$ cat src/rtl/enc_ctrl_pkg.sv
package enc_ctrl_pkg;
  // Register offsets (byte addresses)
  localparam int OFF_CTRL  = 'h00;
  localparam int OFF_STAT  = 'h04;
  localparam int OFF_FCNT  = 'h08;
  localparam int OFF_QUAL  = 'h0C;
  localparam int OFF_RINT  = 'h10;
  localparam int OFF_FSIZE = 'h14;

  localparam int QW    = 7;
  localparam int Q_MIN = 1;
  localparam int Q_MAX = 100;
  localparam int Q_RST = 95;

  localparam logic [1:0] RESP_OK = 2'b00;

  function automatic logic [QW-1:0] clamp_q(input logic [31:0] v);
    if (v < 32'(Q_MIN))      return QW'(Q_MIN);
    else if (v > 32'(Q_MAX)) return QW'(Q_MAX);
    else                     return v[QW-1:0];
  endfunction
endpackage

$ cat src/rtl/enc_ctrl_axil.sv
module enc_ctrl_axil
  import enc_ctrl_pkg::*;
#(
  parameter int ADDR_W = 8,
  parameter int DATA_W = 32
) (
  input  logic              clk,
  input  logic              rst,
  input  logic [ADDR_W-1:0] awaddr,
  input  logic              awvalid,
  output logic              awready,
  input  logic [DATA_W-1:0] wdata,
  input  logic              wvalid,
  output logic              wready,
  output logic [1:0]        bresp,
  output logic              bvalid,
  input  logic              bready,
  input  logic [ADDR_W-1:0] araddr,
  input  logic              arvalid,
  output logic              arready,
  output logic [DATA_W-1:0] rdata,
  output logic [1:0]        rresp,
  output logic              rvalid,
  input  logic              rready,
  output logic              wr_en_o,
  output logic [ADDR_W-1:0] wr_addr_o,
  output logic [DATA_W-1:0] wr_data_o,
  output logic [ADDR_W-1:0] rd_addr_o,
  input  logic [DATA_W-1:0] rd_data_i
);
  logic              aw_rdy, b_vld, ar_rdy, r_vld;
  logic [DATA_W-1:0] r_dat;
  logic              rd_en;

  assign wr_en_o   = aw_rdy && awvalid && wvalid;
  assign wr_addr_o = awaddr;
  assign wr_data_o = wdata;
  assign rd_en     = ar_rdy && arvalid;
  assign rd_addr_o = araddr;

  always_ff @(posedge clk) begin
    if (rst) begin
      aw_rdy <= 1'b0;
      b_vld  <= 1'b0;
      ar_rdy <= 1'b0;
      r_vld  <= 1'b0;
      r_dat  <= '0;
    end else begin
      aw_rdy <= !aw_rdy && !b_vld && awvalid && wvalid;
      if (wr_en_o)             b_vld <= 1'b1;
      else if (b_vld && bready) b_vld <= 1'b0;
      ar_rdy <= !ar_rdy && !r_vld && arvalid;
      if (rd_en) begin
        r_vld <= 1'b1;
        r_dat <= rd_data_i;
      end else if (r_vld && rready) begin
        r_vld <= 1'b0;
      end
    end
  end

  assign awready = aw_rdy;
  assign wready  = aw_rdy;
  assign bvalid  = b_vld;
  assign bresp   = RESP_OK;
  assign arready = ar_rdy;
  assign rvalid  = r_vld;
  assign rdata   = r_dat;
  assign rresp   = RESP_OK;


  aw_pulse_chk: assert property (@(posedge clk) disable iff (rst)
    awready |=> !awready);

  b_hold_chk: assert property (@(posedge clk) disable iff (rst)
    bvalid && !bready |=> bvalid);

  r_hold_chk: assert property (@(posedge clk) disable iff (rst)
    rvalid && !rready |=> rvalid && $stable(rdata));
endmodule

$ cat src/rtl/enc_ctrl_bank.sv
module enc_ctrl_bank
  import enc_ctrl_pkg::*;
#(
  parameter int ADDR_W = 8,
  parameter int DATA_W = 32,
  parameter int RINT_W = 16,
  parameter int CNT_W  = 32
) (
  input  logic              clk,
  input  logic              rst,
  input  logic              wr_en,
  input  logic [ADDR_W-1:0] wr_addr,
  input  logic [DATA_W-1:0] wr_data,
  input  logic [ADDR_W-1:0] rd_addr,
  output logic [DATA_W-1:0] rd_data,
  input  logic              core_busy,
  input  logic              frame_start,
  input  logic              frame_end,
  input  logic [DATA_W-1:0] frame_bytes,
  output logic              enable_o,
  output logic              soft_rst_o,
  output logic [QW-1:0]     quality_o,
  output logic [RINT_W-1:0] restart_o
);
  logic              en_q, soft_q, done_q;
  logic [CNT_W-1:0]  fcnt_q;
  logic [DATA_W-1:0] fsize_q;
  logic [QW-1:0]     qual_q, qual_act;
  logic [RINT_W-1:0] rint_q, rint_act;

  logic hit_ctrl, hit_stat, hit_qual, hit_rint, soft_clr;
  assign hit_ctrl = wr_en && (wr_addr == ADDR_W'(OFF_CTRL));
  assign hit_stat = wr_en && (wr_addr == ADDR_W'(OFF_STAT));
  assign hit_qual = wr_en && (wr_addr == ADDR_W'(OFF_QUAL));
  assign hit_rint = wr_en && (wr_addr == ADDR_W'(OFF_RINT));
  assign soft_clr = hit_ctrl && wr_data[1];

  always_ff @(posedge clk) begin
    if (rst) begin
      en_q     <= 1'b0;
      soft_q   <= 1'b0;
      done_q   <= 1'b0;
      fcnt_q   <= '0;
      fsize_q  <= '0;
      qual_q   <= QW'(Q_RST);
      rint_q   <= '0;
      qual_act <= QW'(Q_RST);
      rint_act <= '0;
    end else begin
      soft_q <= soft_clr;
      if (hit_ctrl) en_q   <= wr_data[0];
      if (hit_qual) qual_q <= clamp_q(32'(wr_data));
      if (hit_rint) rint_q <= wr_data[RINT_W-1:0];
      if (frame_start) begin
        qual_act <= qual_q;
        rint_act <= rint_q;
      end
      if (soft_clr) begin
        done_q  <= 1'b0;
        fcnt_q  <= '0;
        fsize_q <= '0;
      end else if (frame_end) begin
        done_q  <= 1'b1;
        fcnt_q  <= fcnt_q + 1'b1;
        fsize_q <= frame_bytes;
      end else if (hit_stat && wr_data[1]) begin
        done_q <= 1'b0;
      end
    end
  end

  always_comb begin
    rd_data = '0;
    case (rd_addr)
      ADDR_W'(OFF_CTRL):  rd_data = DATA_W'(en_q);
      ADDR_W'(OFF_STAT):  rd_data = DATA_W'({done_q, core_busy});
      ADDR_W'(OFF_FCNT):  rd_data = DATA_W'(fcnt_q);
      ADDR_W'(OFF_QUAL):  rd_data = DATA_W'(qual_q);
      ADDR_W'(OFF_RINT):  rd_data = DATA_W'(rint_q);
      ADDR_W'(OFF_FSIZE): rd_data = fsize_q;
      default:            rd_data = '0;
    endcase
  end

  assign enable_o   = en_q;
  assign soft_rst_o = soft_q;
  assign quality_o  = qual_act;
  assign restart_o  = rint_act;


  q_range_chk: assert property (@(posedge clk) disable iff (rst)
    qual_q >= QW'(Q_MIN) && qual_q <= QW'(Q_MAX));

  soft_pulse_chk: assert property (@(posedge clk) disable iff (rst)
    soft_rst_o |=> !soft_rst_o);

  cnt_step_chk: assert property (@(posedge clk) disable iff (rst)
    frame_end && !soft_clr |=> fcnt_q == $past(fcnt_q) + 1'b1);

  done_set_chk: assert property (@(posedge clk) disable iff (rst)
    frame_end && !soft_clr |=> done_q);

  q_hold_chk: assert property (@(posedge clk) disable iff (rst)
    !frame_start |=> $stable(quality_o) && $stable(restart_o));
endmodule

$ cat src/rtl/enc_ctrl_regs.sv
module enc_ctrl_regs
  import enc_ctrl_pkg::*;
#(
  parameter int ADDR_W = 8,
  parameter int RINT_W = 16,
  parameter int CNT_W  = 32
) (
  input  logic              clk,
  input  logic              rst,
  input  logic [ADDR_W-1:0] awaddr,
  input  logic              awvalid,
  output logic              awready,
  input  logic [31:0]       wdata,
  input  logic              wvalid,
  output logic              wready,
  output logic [1:0]        bresp,
  output logic              bvalid,
  input  logic              bready,
  input  logic [ADDR_W-1:0] araddr,
  input  logic              arvalid,
  output logic              arready,
  output logic [31:0]       rdata,
  output logic [1:0]        rresp,
  output logic              rvalid,
  input  logic              rready,
  input  logic              core_busy,
  input  logic              frame_start,
  input  logic              frame_end,
  input  logic [31:0]       frame_bytes,
  output logic              enable_o,
  output logic              soft_rst_o,
  output logic [6:0]        quality_o,
  output logic [RINT_W-1:0] restart_o
);
  localparam int DATA_W = 32;

  logic              wr_en;
  logic [ADDR_W-1:0] wr_addr, rd_addr;
  logic [DATA_W-1:0] wr_data, rd_data;

  enc_ctrl_axil #(.ADDR_W(ADDR_W), .DATA_W(DATA_W)) u_axil (
    .clk(clk), .rst(rst),
    .awaddr(awaddr), .awvalid(awvalid), .awready(awready),
    .wdata(wdata), .wvalid(wvalid), .wready(wready),
    .bresp(bresp), .bvalid(bvalid), .bready(bready),
    .araddr(araddr), .arvalid(arvalid), .arready(arready),
    .rdata(rdata), .rresp(rresp), .rvalid(rvalid), .rready(rready),
    .wr_en_o(wr_en), .wr_addr_o(wr_addr), .wr_data_o(wr_data),
    .rd_addr_o(rd_addr), .rd_data_i(rd_data)
  );

  enc_ctrl_bank #(.ADDR_W(ADDR_W), .DATA_W(DATA_W), .RINT_W(RINT_W), .CNT_W(CNT_W)) u_bank (
    .clk(clk), .rst(rst),
    .wr_en(wr_en), .wr_addr(wr_addr), .wr_data(wr_data),
    .rd_addr(rd_addr), .rd_data(rd_data),
    .core_busy(core_busy), .frame_start(frame_start),
    .frame_end(frame_end), .frame_bytes(frame_bytes),
    .enable_o(enable_o), .soft_rst_o(soft_rst_o),
    .quality_o(quality_o), .restart_o(restart_o)
  );
endmodule

$ cat config.mk
export PLATFORM = sky130hd
export DESIGN_NAME = enc_ctrl_regs
export DESIGN_NICKNAME = d
export VERILOG_FILES = /design/src/rtl/enc_ctrl_pkg.sv /design/src/rtl/enc_ctrl_axil.sv /design/src/rtl/enc_ctrl_bank.sv /design/src/rtl/enc_ctrl_regs.sv
export SDC_FILE = /design/constraint.sdc
export NUM_CORES = 1
export LEC_CHECK = 0
export BUFFER_PORTS_ARGS = -buffer_cell sky130_fd_sc_hd__buf_4
export CAP_MARGIN = 0
export CORE_MARGIN = 5
export CORE_UTILIZATION = 48
export CTS_CLUSTER_SIZE = 25
export DETAILED_ROUTE_END_ITERATION = 8
export PLACE_DENSITY_LB_ADDON = 0.05
export SYNTH_ARGS = -nofsm -noshare
export SYNTH_HDL_FRONTEND = slang
export SYNTH_SLANG_ARGS = --single-unit
$ cat constraint.sdc
create_clock -name clk -period 1.9 [get_ports clk]
set_input_delay 0.19 -clock clk [delete_from_list [all_inputs] [get_ports clk]]
set_output_delay 0.19 -clock clk [all_outputs]
set_load 0.005 [all_outputs]
; ---- After elaboration in Yosys (flattened, before gate mapping)
; Cells that the tools add are included.
[classes]
muxes = 9
n_addsub = 1
div = 0
n_bitwise = 0
n_lt_le_gt_ge = 2
reduce_logical = 26
eq_ne = 8
multipliers = 0
shifts = 0
[op_table]
columns = operator, count
row1 = 32-bit one-hot mux with 6 select lines, 1
row2 = "32-bit by 1-bit adder with 32-bit output, second input constant", 1
row3 = "32-bit by 7-bit > comparator with 1-bit output, second input constant", 1
row4 = "32-bit by 1-bit < comparator with 1-bit output, second input constant", 1
row5 = "8-bit by 4-bit equality test with 1-bit output, second input constant", 3
row6 = "8-bit by 5-bit equality test with 1-bit output, second input constant", 3
row7 = "8-bit by 3-bit equality test with 1-bit output, second input constant", 2
row8 = 1-bit logical AND, 16
row9 = 8-bit zero test, 2
row10 = 7-bit two-way mux, 2
row11 = 1-bit two-way mux, 6
row12 = 2-bit nonzero test, 3
row13 = 1-bit zero test, 4
row14 = 2-bit OR reduction, 1
[totals]
output_inout_bits = 66
latch_bits = 0
mem_bits_rw = 0
mem_count = 0
inputBits = 90
rom_bits = 0
reg_bits = 149

; ---- Longest topological paths before layout
; Gate-level depths: netlist of run 1.
[depth]
word_depth = 6
depth_mapped = 7
mapped_depth_nobuf = 5

; ---- Modules after synthesis
; From an unflattened synthesis of run 1, not the netlist that was laid out.
[unflattened]
hier_cells = 785
hier_area_um2 = 7089.3
[by_module_without_submodules]
columns = module, area_per_inst_um2, instances, cells_each
row1 = enc_ctrl_bank, 5118.7, 1, 571
row2 = enc_ctrl_axil, 1970.6, 1, 214

; ---- Least setup slack after synthesis of run 1
; Ideal clock, no wire load.
[synth_path]
kind = reg2reg
startpoint = reg u_bank.fcnt_q[0]
endpoint = reg u_bank.fcnt_q[22]
setup_time_ns = 0.072
n_path_buf = 2
slack_ns = -0.123
stages_incl_launch_ff = 8
required_ns = 1.828
arrival_time_ns = 1.952
cell_sequence = dfxtp_1 ha_1 nand3_1 or4_1 buf_2 buf_2 nor4_2 mux2i_1
[synth_between]
elab_chain_cells = 1
[synth_lines]
columns = element, line
row1 = from (decl), enc_ctrl_bank.sv:26  ; logic [CNT_W-1:0] fcnt_q;
row2 = from (signal assigned), enc_ctrl_bank.sv:64  ; fcnt_q <= fcnt_q + 1'b1;
row3 = 32-bit by 1-bit adder with 32-bit output, enc_ctrl_bank.sv:64
; Every way passes these cells.
; A chain may end at the register's enable or synchronous reset.

; ---- Final worst setup path of run 1
[layout_path]
startpoint = reg u_bank.fcnt_q[9]
endpoint = reg u_bank.fcnt_q[26]
; The elaborated chain is that of the path after synthesis.

==> impl_metrics.py, run 1 <==
metrics = {
    "clock_tree": {
        "clk_path_buf_depth": 2,
        "cts-buffers-inserted": 17,
        "numClockSinks": 149,
        "clk_pin_slew_ps": 60,
        "clk_latency_worst_skew_pair_ps": 410,
        "cts_root_buffer": "sky130_fd_sc_hd__clkbuf_16",
        "clock_tree_from_tritoncts": "built",
        "htree_num_levels": 4,
    },
    "sta": {
        "fmaxAchievable_mhz": 519,
        "setup_slack_of_the_critical_path_after_layout_ps": -27.2,
        "whs_ps": 11.3,
        "final_period_util_pct": 101,
        "final.min_clock_period_ps": 1930,
        "timing.max_slew.rel_slack_pct": 25.7,
        "clock_skew_ps": 6.32,
        "final-max-slew-violation-count": 0,
        "hold_viol": 0,
        "final-setup-viol-count": 8,
        "unrepaired_setup_endpoints_after_global_routing": "yes",
        "worst_pin_slew_ps": 1110,
    },
    "synthesis": {
        "synth_sequential_area_ratio_pct": 46.5,
        "yosys.area.top_type": "sky130_fd_sc_hd__dfxtp_1",
        "area_fraction_in_compound_gates_after_synthesis_pct": 13.0,
        "yosysWarningCount": 0,
        "yosys_register_bits": 149,
        "ys.flop_type": "sky130_fd_sc_hd__dfxtp_1",
        "post_synthesis_simple_gate_area_fraction_pct": 21.7,
        "synth.area.mux_share_pct": 12.6,
        "synth_edf_count": 0,
        "synth.top_cell.area_share_pct": 46.5,
        "synthesis.instances": 712,
        "most_used_standard_cell_by_instance_count_after_synthesis": "sky130_fd_sc_hd__dfxtp_1",
        "postSynth.asyncResetShare_pct": 0,
        "synth.cells.most_frequent": "sky130_fd_sc_hd__dfxtp_1, sky130_fd_sc_hd__nor2_1, sky130_fd_sc_hd__mux2i_1",
        "postSynthAreaPerCell_sq_um": 9.00,
        "syn_area_sq_mm": 0.00641,
        "synth_top_cells_by_area": "sky130_fd_sc_hd__dfxtp_1, sky130_fd_sc_hd__mux2i_1, sky130_fd_sc_hd__nor2_1, sky130_fd_sc_hd__nand2_1, sky130_fd_sc_hd__a22o_1",
        "synth-xor-area-share_pct": 1.64,
        "main_combinational_cell_family_by_area_after_synthesis": "simple AND/OR/NAND/NOR gates",
        "yosysUniqueCellTypes": 49,
        "synth-adder-area-share_pct": 0.195,
    },
    "critical_path": {
        "critical_path.cell_chain": "nand4_1 -> or4_4 -> buf_12 -> or4_4 -> a21oi_2",
        "critical_path.reg2reg.startpoint": "u_bank.fcnt_q[9]",
        "worst-endpoint-required_ps": 2240,
        "worst_r2r_path_depth": 5,
        "worst_r2r_endpoint": "u_bank.fcnt_q[26]",
        "cp_top_family": "simple AND/OR/NAND/NOR gates",
        "arrival_ps": 2270,
        "start_kind": "flip-flop",
        "combined_buffer_and_inverter_count_along_the_critical_path": 1,
        "critical_path_peak_fanout": 13,
        "crit_type": "reg -> reg",
        "slowest_cell_on_the_critical_path": "sky130_fd_sc_hd__or4_4",
        "worstSetupStartpoint": "u_bank.fcnt_q[9]",
        "endpoint_kind": "flip-flop",
        "timing.critical_path.slowest_cell_delay_ps": 540,
        "cpMostUsedCell": "sky130_fd_sc_hd__or4_4",
        "rrSetupSlack_ps": -30,
    },
    "min_path": {
        "worst_hold_path_type": "in -> reg",
        "timing.hold.worst_endpoint": "u_bank.fsize_q[0]",
        "hold_crit_depth": 3,
        "worstHoldStart": "frame_bytes[0]",
    },
    "pwr": {
        "power.ir.vdd_worst_uv": 549,
        "leakage_power_nw": 3.81,
        "pwr_density_cell_mw_per_mm2": 864,
    },
    "floorplan": {
        "die_width_um": 126,
        "initial_core_utilization_pct": 48.6,
        "std_cell_rows": 42,
        "design.portCount": 156,
        "die-height_um": 126,
        "die-area_sq_mm": 0.0158,
        "standard_cell_core_area_sq_mm": 0.0132,
    },
    "global_routing": {
        "grt_first_pass_wirelength_mm": 29.3,
        "grt_start_max_net_pins": 63,
        "gr-usage-all-layers_pct": 22.9,
        "grt.overflow.total": 0,
        "grt_pass1_vias": 5546,
        "antenna_found_initial": 0,
    },
    "final_layout": {
        "finalNonFillerCells": 1080,
        "number_of_antenna_cells_inserted": 0,
        "final_nets": 982,
        "design_area_sq_mm": 0.00885,
        "area_growth_pct": 38.0,
        "nFillCells": 1096,
        "drive_gt1_share_pct": 29.3,
    },
    "place": {
        "gp_congestion": 0.927,
        "dp.cells": 1040,
        "post_dp_cell_area_sq_mm": 0.00802,
        "place.port_buffers": 151,
        "dp_hpwl_mm": 13.5,
    },
    "outcome": {
        "violations": "negative setup slack",
        "status": "finished, violations left",
    },
    "routing": {
        "drt-wirelength-per-cell_um": 17.0,
        "detail_route.drc_violations": 0,
        "drt_pass1_iterations": 5,
        "vias_per_cell": 5.41,
        "routed_wl_mm": 18.4,
        "route.antenna.remaining_nets": 0,
        "num_vias": 5842,
        "drt_iter0_drc": 466,
    },
    "run": {
        "cap_violations": 0,
    },
}
==> state kept, by name (all words and copies together) (netlist names), 7 cells and up <==
name	cells
u_axil.rdata	32
u_bank.restart_o	16
u_bank.fcnt_q	32
u_bank.rint_q	16
u_bank.fsize_q	32
u_bank.qual_q	7
u_bank.quality_o	7
==> worst reg2reg max path: stages, from the launching register on <==
cell and delay [ps]:
sky130_fd_sc_hd__dfxtp_1 330, sky130_fd_sc_hd__nand4_1 180, sky130_fd_sc_hd__or4_4 540, sky130_fd_sc_hd__buf_12 160, sky130_fd_sc_hd__or4_4 520, sky130_fd_sc_hd__a21oi_2 140
==> cell usage in the layout (no fill, tap or decap), types with 5 or more instances in the layout <==
cell type	instances
sky130_fd_sc_hd__a21o_1	7
sky130_fd_sc_hd__a21oi_1	35
sky130_fd_sc_hd__a21oi_2	5
sky130_fd_sc_hd__a22o_1	25
sky130_fd_sc_hd__a22oi_1	11
sky130_fd_sc_hd__and3b_1	12
sky130_fd_sc_hd__buf_12	5
sky130_fd_sc_hd__buf_4	201
sky130_fd_sc_hd__bufinv_16	7
sky130_fd_sc_hd__clkbuf_16	17
sky130_fd_sc_hd__dfxtp_1	146
sky130_fd_sc_hd__inv_1	14
sky130_fd_sc_hd__mux2i_1	77
sky130_fd_sc_hd__nand2_1	59
sky130_fd_sc_hd__nand3_1	31
sky130_fd_sc_hd__nand4_1	12
sky130_fd_sc_hd__nor2_1	94
sky130_fd_sc_hd__nor3_1	9
sky130_fd_sc_hd__nor4_1	9
sky130_fd_sc_hd__o21ai_0	20
sky130_fd_sc_hd__o31ai_1	13
sky130_fd_sc_hd__or3_1	5
sky130_fd_sc_hd__or4_1	11
sky130_fd_sc_hd__xnor2_1	8
==> layer usage <==
metal	up-vias	routed length (um)	global-route usage, %
li1	2892	-	-
met1	2741	8860	33.8
met2	184	7860	32.5
met3	25	1340	6.10
met4	0	313	7.33
met5	-	0	0
==> power by group <==
group	internal [W]	switching, W
Combinational	0.000256	0.000243
Sequential	0.00318	0.0000354
Clock	0.00270	0.00123
==> layout make-up <==
type / instances / area (sq um) / share of cell area, %
inverter: 14 / 52.6 / 0.594
multi-input combinational: 500 / 3250 / 36.7
clock buffer: 23 / 478 / 5.40
sequential: 149 / 2990 / 33.8
clock inverter: 9 / 220 / 2.49
timing repair buffer: 209 / 1640 / 18.5
tap: 176 / 220 / 2.49
==> what timing repair did <==
action	4_1_cts	5_1_grt
endpoints found under the hold margin	4	0
pin swaps	3	7
hold buffers	3	0
setup endpoints to repair	10	15
gates resized for setup	9	9
setup buffers	5	1
==> worst max-delay path by stage <==
stage                                    to  slack (ps)  depth (start not counted)
after floorplan           u_bank.fcnt_q[23]          10                          6
final                     u_bank.fcnt_q[26]         -30                          5
after global routing      u_bank.fcnt_q[19]        -110                          5
after global placement    u_bank.fcnt_q[26]          -4                          6
after detailed placement  u_bank.fcnt_q[28]         -60                          5
after CTS                 u_bank.fcnt_q[26]         -30                          6
==> through the flow <==
| stage | TNS (ps) | setup WS [ps] | utilization, % | total power, W |
|---|---|---|---|---|
| after floorplan | 0 | 10.1 | - | 0.00351 |
| after global placement | -3.65 | -3.65 | 60.8 | 0.00375 |
| after detailed placement | -297 | -61.9 | 60.8 | 0.00377 |
| after CTS | -80.5 | -25.4 | 66.9 | 0.00769 |
| after global routing | -1360 | -109 | 67.1 | 0.00788 |
| final | -82.2 | -27.2 | 67.1 | 0.00764 |
==> logic make-up after synthesis <==
logic type / after synthesis
flip-flops: 149
XOR/XNOR: 12
AO/OA/AOI/OAI: 126
adder cells (fa/ha/maj): 1
other: 1
buffers and inverters: 66
AND/OR/NAND/NOR: 278
multiplexers: 79
(Power assumes the default switching activity.)
==> run 2, diff against run 1 <==
ABC_AREA = 1   (was unset)
CORE_UTILIZATION = 49   (was 48)
==> run 2 against run 1 <==
  * Fmax grew 15%
  * Clock-buffer cell count is 3 lower
  * Critical endpoint is now u_bank.fsize_q[24]
  * Combinational power is 3% higher
  * The run now ends clean
==> impl_metrics.py, run 2 <==
metrics = {
    "final_layout": {
        "layout.cells.most_common": "sky130_fd_sc_hd__nand2_1",
        "area_growth_pct": 27.4,
        "final_nets": 1221,
        "ff_latch_area_sq_mm": 0.00298,
        "final_cell_mix": "sky130_fd_sc_hd__nand2_1, sky130_fd_sc_hd__buf_4, sky130_fd_sc_hd__dfxtp_1, sky130_fd_sc_hd__nor2_1, sky130_fd_sc_hd__nand3_1",
        "drive_gt1_share_pct": 24.8,
        "multiInputGateArea_sq_mm": 0.00344,
        "nFillCells": 1312,
        "number_of_antenna_cells_inserted": 0,
    },
    "critical_path": {
        "worst_r2r_path_depth": 8,
        "rrSetupSlack_ps": 220,
        "crit_type": "reg -> reg",
        "critical_path_peak_fanout": 13,
        "critical_path.cell_chain": "nand3_1 -> nor2_2 -> inv_2 -> nor2_1 -> nand2_1 -> nand2_2 -> buf_4 -> a21oi_1",
        "combined_buffer_and_inverter_count_along_the_critical_path": 2,
        "cp_top_family": "simple AND/OR/NAND/NOR gates",
        "endpoint_kind": "flip-flop",
        "worst-endpoint-required_ps": 2210,
        "stages_on_the_worst_setup_path": 8,
        "start_kind": "flip-flop",
        "slowest_cell_on_the_critical_path": "sky130_fd_sc_hd__dfxtp_1",
        "critical_path.reg2reg.startpoint": "u_axil.awready",
        "timing.critical_path.slowest_cell_delay_ps": 360,
        "arrival_ps": 1990,
        "worst_r2r_endpoint": "u_bank.fsize_q[24]",
    },
    "clock_tree": {
        "cts_root_buffer": "sky130_fd_sc_hd__clkbuf_16",
        "clk_pin_slew_ps": 60,
        "clock_tree_from_tritoncts": "built",
        "numClockSinks": 149,
        "htree_num_levels": 4,
        "clk_path_buf_depth": 2,
        "cts-buffers-inserted": 17,
        "clk_latency_worst_skew_pair_ps": 420,
    },
    "routing": {
        "drt_iter0_drc": 453,
        "vias_per_cell": 5.11,
        "route.antenna.remaining_nets": 0,
        "num_vias": 6758,
        "detail_route.drc_violations": 0,
        "drt_pass1_iterations": 5,
        "routed_wl_mm": 19.9,
        "drt-wirelength-per-cell_um": 15.0,
    },
    "synthesis": {
        "synth.top_cell.area_share_pct": 42.9,
        "synth.cells.most_frequent": "sky130_fd_sc_hd__nand2_1, sky130_fd_sc_hd__dfxtp_1, sky130_fd_sc_hd__nor2_1",
        "synth_top_cells_by_area": "sky130_fd_sc_hd__dfxtp_1, sky130_fd_sc_hd__nand2_1, sky130_fd_sc_hd__nor2_1, sky130_fd_sc_hd__nand3_1, sky130_fd_sc_hd__a21oi_1",
        "yosys.area.top_type": "sky130_fd_sc_hd__dfxtp_1",
        "most_used_standard_cell_by_instance_count_after_synthesis": "sky130_fd_sc_hd__nand2_1",
        "syn_area_sq_mm": 0.00695,
        "yosysWarningCount": 0,
        "synth_edf_count": 0,
        "postSynth.asyncResetShare_pct": 0,
        "yosys_register_bits": 149,
        "ys.flop_type": "sky130_fd_sc_hd__dfxtp_1",
        "postSynthAreaPerCell_sq_um": 7.06,
        "synthesis.instances": 984,
        "yosysUniqueCellTypes": 37,
        "synth_sequential_area_ratio_pct": 42.9,
    },
    "sta": {
        "clock_skew_ps": 7.42,
        "final-setup-viol-count": 0,
        "fmaxAchievable_mhz": 595,
        "unrepaired_setup_endpoints_after_global_routing": "no",
        "timing.max_slew.rel_slack_pct": 60.5,
        "final_period_util_pct": 88.4,
        "worst_pin_slew_ps": 593,
        "finalSetupTns_ps": 0,
        "final.min_clock_period_ps": 1680,
        "hold_viol": 0,
        "whs_ps": 15.4,
        "final-max-slew-violation-count": 0,
    },
    "global_routing": {
        "grt_start_max_net_pins": 47,
        "grt.overflow.total": 0,
        "grt_first_pass_wirelength_mm": 31.5,
        "gr-usage-all-layers_pct": 23.8,
        "antenna_found_initial": 0,
        "grt_pass1_vias": 6404,
    },
    "place": {
        "place.port_buffers": 151,
        "dp_hpwl_mm": 14.9,
        "gp_congestion": 0.910,
    },
    "floorplan": {
        "std_cell_rows": 43,
        "die-area_sq_mm": 0.0167,
        "die-height_um": 129,
        "standard_cell_core_area_sq_mm": 0.0139,
        "initial_core_utilization_pct": 50.1,
        "die_width_um": 129,
        "design.portCount": 156,
    },
    "pwr": {
        "power.ir.vdd_worst_uv": 665,
        "leakage_power_nw": 3.69,
        "total_power_w": 0.00725,
        "pwr_density_cell_mw_per_mm2": 819,
    },
    "min_path": {
        "hold_crit_depth": 4,
        "worst_hold_path_type": "in -> reg",
        "timing.hold.worst_endpoint": "u_axil.rvalid",
        "worstHoldStart": "rready",
    },
    "run": {
        "cap_violations": 0,
    },
    "outcome": {
        "status": "completed",
    },
}
==> run 2: cell types whose count changed after synthesis, moves of 15 or more <==
cell / before / now
sky130_fd_sc_hd__inv_1: 14 / 60
sky130_fd_sc_hd__or4_1: 15 / 0
sky130_fd_sc_hd__nand2_2: 0 / 30
sky130_fd_sc_hd__mux2i_1: 77 / 0
sky130_fd_sc_hd__nand2_1: 60 / 250
sky130_fd_sc_hd__nor2_1: 94 / 146
sky130_fd_sc_hd__a22o_1: 25 / 0
sky130_fd_sc_hd__nand3_1: 32 / 89
sky130_fd_sc_hd__o21ai_0: 20 / 42
sky130_fd_sc_hd__a21oi_2: 0 / 20
sky130_fd_sc_hd__a21oi_1: 40 / 63
==> run 2: layout make-up <==
type                       count  area share, %
clock buffer                  20           5.27
inverter                      63           2.67
multi-input combinational    725           38.9
timing repair buffer         174           15.2
tap                          180           2.54
clock inverter                12           1.72
sequential                   149           33.7
==> run 2: worst min-delay path, delay by kind of cell <==
family	cells	cell delay (ps)
buffers and inverters	2	100
AOI/OAI and AO/OA	1	50
and+or+nand+nor	1	40
==> run 2: worst max-delay path by stage <==
stage	start	endpoint	slack [ps]
6_report	u_axil.awready	u_bank.fsize_q[24]	220
5_1_grt	u_axil.awready	u_bank.fcnt_q[26]	70
4_1_cts	u_bank.fcnt_q[0]	u_bank.fcnt_q[20]	170
3_5_place_dp	u_bank.fcnt_q[0]	u_bank.fcnt_q[18]	200
3_3_place_gp	u_bank.fcnt_q[0]	u_bank.fcnt_q[18]	200
2_1_floorplan	u_axil.awready	u_bank.done_q	470
==> run 2: repair_timing <==
item                                    4_1_cts  5_1_grt
hold buffers                                  1        0
resized for setup                             0        1
hold endpoints to repair                      1        0
endpoints found under the setup margin        0        1
buffers inserted                              0        0
==> run 2: cells by family (layout without fill, tap and decap cells) <==
kind of cell | Yosys count | in the layout | synth area share, %
AND/OR/NAND/NOR | 563 | 563 | 35.1
flip-flops | 149 | 149 | 42.9
AO/OA/AOI/OAI | 139 | 139 | 11.7
buffers and inverters | 113 | 269 | 7.76
XOR/XNOR | 18 | 18 | 2.27
adder cells (fa/ha/maj) | 1 | 1 | 0.180
other | 1 | 4 | 0.0540
==> run 2: layer usage <==
metal	wire length (um)	part of all wire [%]	up-vias	global-route usage, %
li1	-	-	3444	-
met1	8550	43	3087	30.7
met2	9730	49	190	39.3
met3	1120	5.6	37	5.11
met4	486	2.4	0	8.96
met5	0	0	-	0
==> run 2: report_power, final <==
group / internal [W] / switching (W) / leakage [nW]
Clock: 0.00216 / 0.00133 / 0.294
Sequential: 0.00319 / 0.0000460 / 1.21
Combinational: 0.000242 / 0.000274 / 2.19
==> run 2: stage by stage <==
stage | util, % | cell area, sq um | setup slack (ps) | std cells
after floorplan | - | 6960 | 472 | 987
after CTS | 63.8 | 8850 | 173 | 1323
after detailed placement | 59.2 | 8220 | 196 | 1290
after global routing | 63.8 | 8850 | 65.1 | 1323
after global placement | 59.2 | 8220 | 205 | 1290
final | 63.8 | 8850 | 220 | 1323
==> run 3, diff against run 2 <==
CTS_BUF_LIST = sky130_fd_sc_hd__clkbuf_16   (was unset)
==> run 3 against run 2 <==
  * Critical path depth did not move
  * Critical path type unchanged
  * Worst hold slack improved by 1.9 ps
  * Largest cell class unchanged
  * Die area did not move
  * Combinational power barely moved
  * Worst setup slack got worse by 7.7 ps
  * Sequential share of layout area rose by 0.11 points
==> impl_metrics.py, run 3 (synthesis gave the netlist of run 2 again) <==
metrics = {
    "global_routing": {
        "gr-usage-all-layers_pct": 23.7,
        "grt_pass1_vias": 6402,
        "grt_start_max_net_pins": 47,
        "grt_first_pass_wirelength_mm": 31.4,
        "grt.overflow.total": 0,
        "antenna_found_initial": 0,
    },
    "floorplan": {
        "std_cell_rows": 43,
        "initial_core_utilization_pct": 50.1,
        "die-height_um": 129,
        "die-area_sq_mm": 0.0167,
        "die_width_um": 129,
        "design.portCount": 156,
        "standard_cell_core_area_sq_mm": 0.0139,
    },
    "sta": {
        "fmaxAchievable_mhz": 593,
        "finalSetupTns_ps": 0,
        "whs_ps": 17.3,
        "clock_skew_ps": 6.27,
        "final-setup-viol-count": 0,
        "final.min_clock_period_ps": 1690,
        "final_period_util_pct": 88.8,
        "unrepaired_setup_endpoints_after_global_routing": "no",
        "timing.max_slew.rel_slack_pct": 60.7,
        "worst_pin_slew_ps": 589,
        "hold_viol": 0,
        "final-max-slew-violation-count": 0,
    },
    "final_layout": {
        "final_cell_mix": "sky130_fd_sc_hd__nand2_1, sky130_fd_sc_hd__buf_4, sky130_fd_sc_hd__dfxtp_1, sky130_fd_sc_hd__nor2_1, sky130_fd_sc_hd__nand3_1",
        "finalNonFillerCells": 1323,
        "layout.cells.most_common": "sky130_fd_sc_hd__nand2_1",
        "drive_gt1_share_pct": 24.6,
        "multiInputGateArea_sq_mm": 0.00344,
        "number_of_antenna_cells_inserted": 0,
        "finalCoreUtilization_pct": 63.6,
        "ff_latch_area_sq_mm": 0.00298,
        "area_growth_pct": 27.0,
        "final_nets": 1221,
        "nFillCells": 1316,
    },
    "routing": {
        "drt_pass1_iterations": 6,
        "route.antenna.remaining_nets": 0,
        "num_vias": 6711,
        "routed_wl_mm": 19.8,
        "detail_route.drc_violations": 0,
        "drt-wirelength-per-cell_um": 15.0,
        "vias_per_cell": 5.07,
        "drt_iter0_drc": 444,
    },
    "min_path": {
        "worst_hold_path_type": "in -> reg",
        "hold_crit_depth": 4,
    },
    "clock_tree": {
        "clk_pin_slew_ps": 60,
        "numClockSinks": 149,
        "clock_tree_from_tritoncts": "built",
        "cts-buffers-inserted": 17,
        "clk_path_buf_depth": 2,
        "htree_num_levels": 4,
        "post-cts-setup-buffers": 0,
        "clk_latency_worst_skew_pair_ps": 420,
        "cts_root_buffer": "sky130_fd_sc_hd__clkbuf_16",
    },
    "place": {
        "place.port_buffers": 151,
        "dp.cells": 1290,
        "dp_hpwl_mm": 14.9,
        "gp_congestion": 0.910,
    },
    "outcome": {
        "status": "completed",
    },
    "critical_path": {
        "timing.critical_path.slowest_cell_delay_ps": 370,
        "worst_r2r_path_depth": 8,
        "arrival_ps": 2000,
        "endpoint_kind": "flip-flop",
        "worst-endpoint-required_ps": 2210,
        "crit_type": "reg -> reg",
        "critical_path.cell_chain": "nand3_1 -> nor2_2 -> inv_2 -> nor2_1 -> nand2_1 -> nand2_2 -> buf_4 -> a21oi_1",
        "critical_path_peak_fanout": 13,
        "slowest_cell_on_the_critical_path": "sky130_fd_sc_hd__dfxtp_1",
        "start_kind": "flip-flop",
    },
    "pwr": {
        "total_power_w": 0.00712,
        "power.ir.vdd_worst_uv": 663,
        "pwr_density_cell_mw_per_mm2": 807,
        "leakage_power_nw": 3.68,
    },
    "run": {
        "cap_violations": 0,
    },
}
[run 3: changes by cell type in the layout (fill, tap and decap cells not counted)]
| cell | previous run | this run |
|---|---|---|
| sky130_fd_sc_hd__clkbuf_8 | 3 | 0 |
| sky130_fd_sc_hd__clkinv_1 | 1 | 4 |
[run 3: repair_timing]
action	in CTS	in global routing
resized for setup	0	1
hold buffers	1	0
setup endpoints to repair	0	1
hold endpoints to repair	1	0
[run 3: final cells by class]
class	count	area share, %
Tap cell	180	2.55
Timing Repair Buffer	174	15.3
Clock buffer	17	4.82
Clock inverter	15	1.86
Multi-Input combinational cell	725	39.0
Sequential cell	149	33.8
Inverter	63	2.68
[run 3: worst max-delay path: cells and delay by family, from the launching register on]
family | cells | cell delay, ps
AND/OR/NAND/NOR | 5 | 830
flip-flops | 1 | 370
buffers and inverters | 2 | 310
AO/OA/AOI/OAI | 1 | 70
[run 3: routing by layer]
layer / routed length (um) / vias to the layer above / part of all wire, % / track usage [%]
met4: 483 / 0 / 2.4 / 9.02
met1: 8720 / 3072 / 44 / 30.7
met5: 0 / - / 0 / 0
met2: 9690 / 159 / 49 / 39.0
met3: 956 / 34 / 4.8 / 5.11
li1: - / 3446 / - / -
[run 3: report_power, final]
| group | switching (W) | internal (W) |
|---|---|---|
| Sequential | 0.0000459 | 0.00319 |
| Clock | 0.00131 | 0.00204 |
| Combinational | 0.000275 | 0.000242 |
| Total | 0.00164 | 0.00548 |
[run 3: final timing paths]
kind	startpoint	to	slack (ps)
max	u_axil.awready	u_bank.fsize_q[24]	210
min	rready	u_axil.rvalid	20
max reg2reg	u_axil.awready	u_bank.fsize_q[24]	210
min reg2reg	u_axil.arready	u_axil.arready	450
[run 3: per-stage QoR]
stage / area (sq um) / setup slack, ps
2_1_floorplan: 6960 / 472
5_1_grt: 8820 / 65.1
3_3_place_gp: 8220 / 205
6_report: 8820 / 213
4_1_cts: 8820 / 173
3_5_place_dp: 8220 / 196
